### src/rtl/errpin_pkg.sv
package errpin_pkg;
  localparam int unsigned BUS_W       = 32;
  localparam int unsigned OFS_COUNTER = 0;
  localparam int unsigned OFS_PRELOAD = 4;

  typedef struct packed {
    logic       wr;
    logic       priv;
    logic [3:0] addr;
  } bus_ctl_t;
endpackage

### src/rtl/lt_preload_reg.sv
module lt_preload_reg #(
  parameter int unsigned CNT_W   = 16,
  parameter int unsigned WR_BITS = 2
) (
  input  logic               clk,
  input  logic               rst_n,
  input  logic               wr_en,
  input  logic [WR_BITS-1:0] wr_field,
  output logic [CNT_W-1:0]   preload_o
);
  localparam int unsigned FIX_W = CNT_W - WR_BITS;

  logic [WR_BITS-1:0] sel_q;

  always_ff @(posedge clk or negedge rst_n) begin
    if (!rst_n)     sel_q <= '0;
    else if (wr_en) sel_q <= wr_field;
  end

  generate
    if (FIX_W > 0) begin : g_fixed
      assign preload_o = {sel_q, {FIX_W{1'b1}}};
    end else begin : g_full
      assign preload_o = sel_q;
    end
  endgenerate
endmodule

### src/rtl/lt_down_counter.sv
module lt_down_counter #(
  parameter int unsigned CNT_W = 16,
  parameter logic [CNT_W-1:0] RST_VAL = '1
) (
  input  logic             clk,
  input  logic             rst_n,
  input  logic             load,
  input  logic [CNT_W-1:0] load_val,
  input  logic             run,
  output logic [CNT_W-1:0] cnt_o,
  output logic             zero_o
);
  logic [CNT_W-1:0] cnt_q;

  assign zero_o = (cnt_q == '0);
  assign cnt_o  = cnt_q;

  always_ff @(posedge clk or negedge rst_n) begin
    if (!rst_n)               cnt_q <= RST_VAL;
    else if (load)            cnt_q <= load_val;
    else if (run && !zero_o)  cnt_q <= cnt_q - CNT_W'(1);
  end
endmodule

### src/rtl/lt_pin_ctrl.sv
module lt_pin_ctrl (
  input  logic clk,
  input  logic rst_n,
  input  logic err_evt,
  input  logic clr_req,
  input  logic cnt_zero,
  output logic pin_low_o
);
  logic low_q;
  logic clr_pend_q;
  logic release_now;

  assign release_now = low_q && cnt_zero && (clr_pend_q || clr_req) && !err_evt;
  assign pin_low_o   = low_q;

  always_ff @(posedge clk or negedge rst_n) begin
    if (!rst_n) begin
      low_q      <= 1'b0;
      clr_pend_q <= 1'b0;
    end else begin
      if (err_evt)          low_q <= 1'b1;
      else if (release_now) low_q <= 1'b0;

      if (err_evt || release_now) clr_pend_q <= 1'b0;
      else if (low_q && clr_req)  clr_pend_q <= 1'b1;
    end
  end
endmodule

### src/rtl/errpin_lowtime.sv
module errpin_lowtime #(
  parameter int unsigned CNT_W   = 16,
  parameter int unsigned WR_BITS = 2,
  parameter int unsigned ADDR_W  = 4
) (
  input  logic        clk,
  input  logic        rst_n,
  input  logic        err_hw,
  input  logic        err_force,
  input  logic        err_clear,
  input  logic [ADDR_W-1:0] bus_addr,
  input  logic        bus_wr,
  input  logic        bus_priv,
  input  logic [31:0] bus_wdata,
  output logic [31:0] bus_rdata,
  output logic        err_pin_n
);
  import errpin_pkg::*;

  localparam int unsigned FIX_W = CNT_W - WR_BITS;
  localparam logic [CNT_W-1:0] PRE_RST = CNT_W'((64'(1) << FIX_W) - 64'(1));
  localparam logic [31:0] FIELD_MASK = 32'(((64'(1) << WR_BITS) - 64'(1)) << FIX_W);

  logic             err_evt;
  logic             pre_wr;
  logic [CNT_W-1:0] pre_q;
  logic [CNT_W-1:0] cnt_q;
  logic             cnt_zero;
  logic             pin_low;
  logic [31:0]      wdata_unused;

  assign err_evt      = err_hw | err_force;
  assign pre_wr       = bus_wr && bus_priv && (bus_addr == ADDR_W'(OFS_PRELOAD));
  assign wdata_unused = bus_wdata & ~FIELD_MASK;

  lt_preload_reg #(.CNT_W(CNT_W), .WR_BITS(WR_BITS)) u_pre (
    .clk       (clk),
    .rst_n     (rst_n),
    .wr_en     (pre_wr),
    .wr_field  (bus_wdata[CNT_W-1 -: WR_BITS]),
    .preload_o (pre_q)
  );

  lt_down_counter #(.CNT_W(CNT_W), .RST_VAL(PRE_RST)) u_cnt (
    .clk      (clk),
    .rst_n    (rst_n),
    .load     (err_evt),
    .load_val (pre_q),
    .run      (pin_low),
    .cnt_o    (cnt_q),
    .zero_o   (cnt_zero)
  );

  lt_pin_ctrl u_pin (
    .clk       (clk),
    .rst_n     (rst_n),
    .err_evt   (err_evt),
    .clr_req   (err_clear),
    .cnt_zero  (cnt_zero),
    .pin_low_o (pin_low)
  );

  assign err_pin_n = ~pin_low;

  always_comb begin
    bus_rdata = '0;
    if (bus_addr == ADDR_W'(OFS_COUNTER))      bus_rdata = 32'(cnt_q);
    else if (bus_addr == ADDR_W'(OFS_PRELOAD)) bus_rdata = 32'(pre_q);
  end
endmodule

### config.mk
export PLATFORM = sky130hd
export DESIGN_NAME = errpin_lowtime
export DESIGN_NICKNAME = d
export VERILOG_FILES = /design/src/rtl/errpin_pkg.sv /design/src/rtl/lt_preload_reg.sv /design/src/rtl/lt_down_counter.sv /design/src/rtl/lt_pin_ctrl.sv /design/src/rtl/errpin_lowtime.sv
export SDC_FILE = /design/constraint.sdc
export NUM_CORES = 1
export LEC_CHECK = 0
export BUFFER_PORTS_ARGS = -buffer_cell sky130_fd_sc_hd__buf_2
export CAP_MARGIN = 20
export CORE_MARGIN = 8
export CORE_UTILIZATION = 40
export DETAILED_ROUTE_END_ITERATION = 10
export PLACE_DENSITY = 0.78
export SLEW_MARGIN = 15
export SYNTH_ARGS = -nofsm -noshare
export SYNTH_HDL_FRONTEND = slang
export SYNTH_SLANG_ARGS = --single-unit
### constraint.sdc
create_clock -name clk -period 2.2 [get_ports clk]
set_clock_uncertainty 0.1 [all_clocks]
set_input_delay 0.11 -clock clk [delete_from_list [all_inputs] [get_ports clk]]
set_output_delay 0.11 -clock clk [all_outputs]
set_load 0.1 [all_outputs]
==> flow_metrics.py <==
metrics = {
    "clock_tree": {
        "buffers_from_clock_root_to_sink_at_most": 2,
        "clk_latency_ps": 310,
        "tritoncts_clock_tree": "built",
        "cts_buffers": 3,
        "clockRootBuffer": "clkbuf_4",
        "cts_num_sinks": 20,
        "cts_repair_resize_count": 0,
        "cts.repair_timing.setup_buffer_count": 0,
        "path_clk_slew_ps": 120,
        "h-tree-depth": 1,
        "ctsHoldBuffers": 3,
    },
    "power_and_ir_drop": {
        "power_density_nw_per_um2": 549.2,
        "leakage_power_of_the_design_nw": 0.7135,
        "power.ir.vdd_worst_mv": 0.2102,
        "seq_pwr_share_pct": 42.6,
        "power_switching_share_pct": 41.51,
        "clock_power_share_pct": 23.4,
        "total_switching_power_mw": 0.3919,
        "power_report.internal_total_mw": 0.5522,
        "comb_pwr_share_pct": 34.0,
    },
    "timing": {
        "fin_ws_ps": 146.1,
        "pin_slew_with_the_least_headroom_to_its_limit_ps": 596.3,
        "tightest_slew_margin_relative_to_the_limit_pct": 59.88,
        "setup_tns_ps": 0,
        "final-max-slew-violation-count": 0,
        "fin_crit_ps": 2054,
        "fin_worst_hold_slack_ps": 29.80,
        "hold_viol": 0,
        "grt_setup_unrepaired": "false",
        "setup_viol_count_final": 0,
        "timing.final.crit_share_pct": 93.36,
        "clock.fmax_ghz": 0.4869,
    },
    "yosys": {
        "syn-cell-area_um2": 1414,
        "ys_ff_latch": 20,
        "number_of_synthesis_warnings": 0,
        "seq_area_frac_synth_pct": 36.64,
        "synth_top_cells_by_area": "dfstp_2, dfrtp_1, buf_4",
        "synth_top_cell_area_share_pct": 26.02,
        "avgSynthCellArea_um2": 8.892,
        "synthesis.instances": 159,
        "netlist-cell-type-count": 39,
        "synth_enable_flop_cells": 0,
        "synth_async_sr_flop_share_pct": 100.0,
        "dominantRegCellSynth": "dfstp_2",
        "netlist.top_cell.by_area": "dfstp_2",
    },
    "worst_setup_path": {
        "reg2reg_path_depth": 5,
        "critical_path_required_ps": 2330,
        "timing.critical_path.from": "u_cnt.cnt_o[0]",
        "launching_element_type_of_the_critical_path": "flip-flop",
        "critical_path.endpoint_type": "flip-flop",
        "crit_end": "u_cnt.cnt_o[15]",
        "worst_ep_arrival_time_ps": 2190,
        "ff2ff_setup_slack_ps": 150,
        "path_class": "reg -> reg",
        "crit_path_max_fanout": 5,
        "timing.rr.end": "u_cnt.cnt_o[15]",
        "regToRegStartpoint": "u_cnt.cnt_o[0]",
    },
    "grt": {
        "grt_first_pass_wirelength_um": 5361,
        "grt_pass1_vias": 1160,
        "pin_count_of_the_biggest_net_entering_global_routing": 21,
        "grt_antenna_before_repair": 0,
        "grt_usage_pct": 11.81,
        "residual_overflow_from_global_routing": 0,
    },
    "floorplanning": {
        "die-width_um": 75.45,
        "core.rowCount": 21,
        "die_h_um": 75.45,
        "boundaryPins": 76,
        "start_util_pct": 42.04,
        "die_area_um2": 5693,
        "core-area_um2": 3363,
    },
    "cells_and_area": {
        "number_of_nets_in_the_layout": 235,
        "postLayoutCellArea_um2": 1719,
        "most-common-layout-cells": "buf_2, nor2_1, conb_1",
        "final.fill_count": 339,
        "layout-area-overhead-vs-synth_pct": 21.59,
        "insertedDiodeCount": 0,
        "mostFrequentLayoutCell": "buf_2",
        "fraction_of_final_layout_cells_sized_beyond_drive_strength_1_pct": 32.11,
    },
    "placed_design": {
        "routabilityCongestion": 0.8566,
        "detailed_place.area_um2": 1653,
        "detailed_place_hpwl_um": 2443,
        "placement.io_buffers": 29,
        "place_worst_setup_slack_ps": 190.6,
    },
    "routing": {
        "count_of_nets_left_with_antenna_violations_after_detail_routing": 0,
        "detailroute.via_count": 1220,
        "routed_wirelength_um": 3301,
        "drt_first_pass_iters": 4,
        "drt_iter0_drc": 88,
        "vias_per_cell": 5.169,
        "route.detailed.drc": 0,
        "routedWlPerCell_um": 13.99,
    },
    "status": {
        "run_status": "finished, final reports clean",
    },
    "run": {
        "maxCapViolations": 0,
    },
    "min_path": {
        "min-delay-path-class": "in -> reg",
    },
}
## worst min path at each step
stage / start / endpoint / cells after the start
after floorplan: rst_n / u_cnt.cnt_o[14] / 0
after global placement: rst_n / u_cnt.cnt_o[15] / 1
after detailed placement: rst_n / u_cnt.cnt_o[15] / 1
after CTS: err_clear / u_pin.clr_pend_q / 3
after global routing: err_clear / u_pin.clr_pend_q / 3
final: err_clear / u_pin.clr_pend_q / 3
## power by group through the flow
stage / sequential (mW) / combinational, mW / clock, mW
after floorplan: 0.404 / 0.283 / 0
after global placement: 0.408 / 0.315 / 0
after detailed placement: 0.408 / 0.318 / 0
after CTS: 0.402 / 0.322 / 0.229
after global routing: 0.405 / 0.336 / 0.239
final: 0.402 / 0.321 / 0.221
## critical path: stages (launching register included)
cell      delay [ps]
dfstp_2          580
inv_1             60
ha_1             230
a2111o_1         430
or4_1            410
a31oi_1          170
## per-layer routing
| metal | up-vias | global-route usage (%) | part of all wire (%) |
|---|---|---|---|
| met5 | - | 0 | 0 |
| met4 | 0 | 3.625 | 1.7 |
| met3 | 6 | 2.237 | 4.8 |
| met2 | 26 | 19.65 | 47 |
| met1 | 581 | 15.02 | 46 |
| li1 | 607 | - | - |
## state kept, by name, indices dropped and copies added, names as in the netlist
register	count
u_pre.sel_q	2
u_pin.pin_low_o	1
u_pin.clr_pend_q	1
u_cnt.cnt_o	16
## cells in the mapped netlist (3+ instances only)
cell and instances:
a211oi_1 3, a21oi_1 5, a31oi_1 4, and2_1 6, buf_4 16, clkbuf_1 8, dfrtp_1 6, dfstp_2 14
inv_1 4, mux2i_1 9, nand3_1 5, nand3b_1 3, nand4_1 3, nor2_1 18, nor3_1 3, o21a_1 14
o21ai_0 5, o31ai_1 3
## per-stage QoR
step,instances,util (%),power (mW)
floorplan,174,-,0.6864
global placement,229,49.14,0.7229
detailed placement,229,49.14,0.7260
CTS,236,51.12,0.9534
global route,236,51.12,0.9800
finish,236,51.12,0.9441
## final cells by class
cell class              count  area (um^2)  area share, %
repair buffers             36        295.3          17.18
clock buffers               4        36.28          2.111
well taps                  46        57.56          3.348
flip-flops and latches     20        518.0          30.13
inverters                   4        15.01         0.8734
multi-input cells         126        797.0          46.36
## logic make-up after synthesis
group | synth area share [%]
muxes | 7.965
buffers and inverters | 11.68
and+or+nand+nor | 23.01
AOI/OAI and AO/OA | 19.56
adders and majority gates | 0.8848
other | 0.2652
DFF | 36.64
No activity file was read; power rests on OpenSTA's default activity.
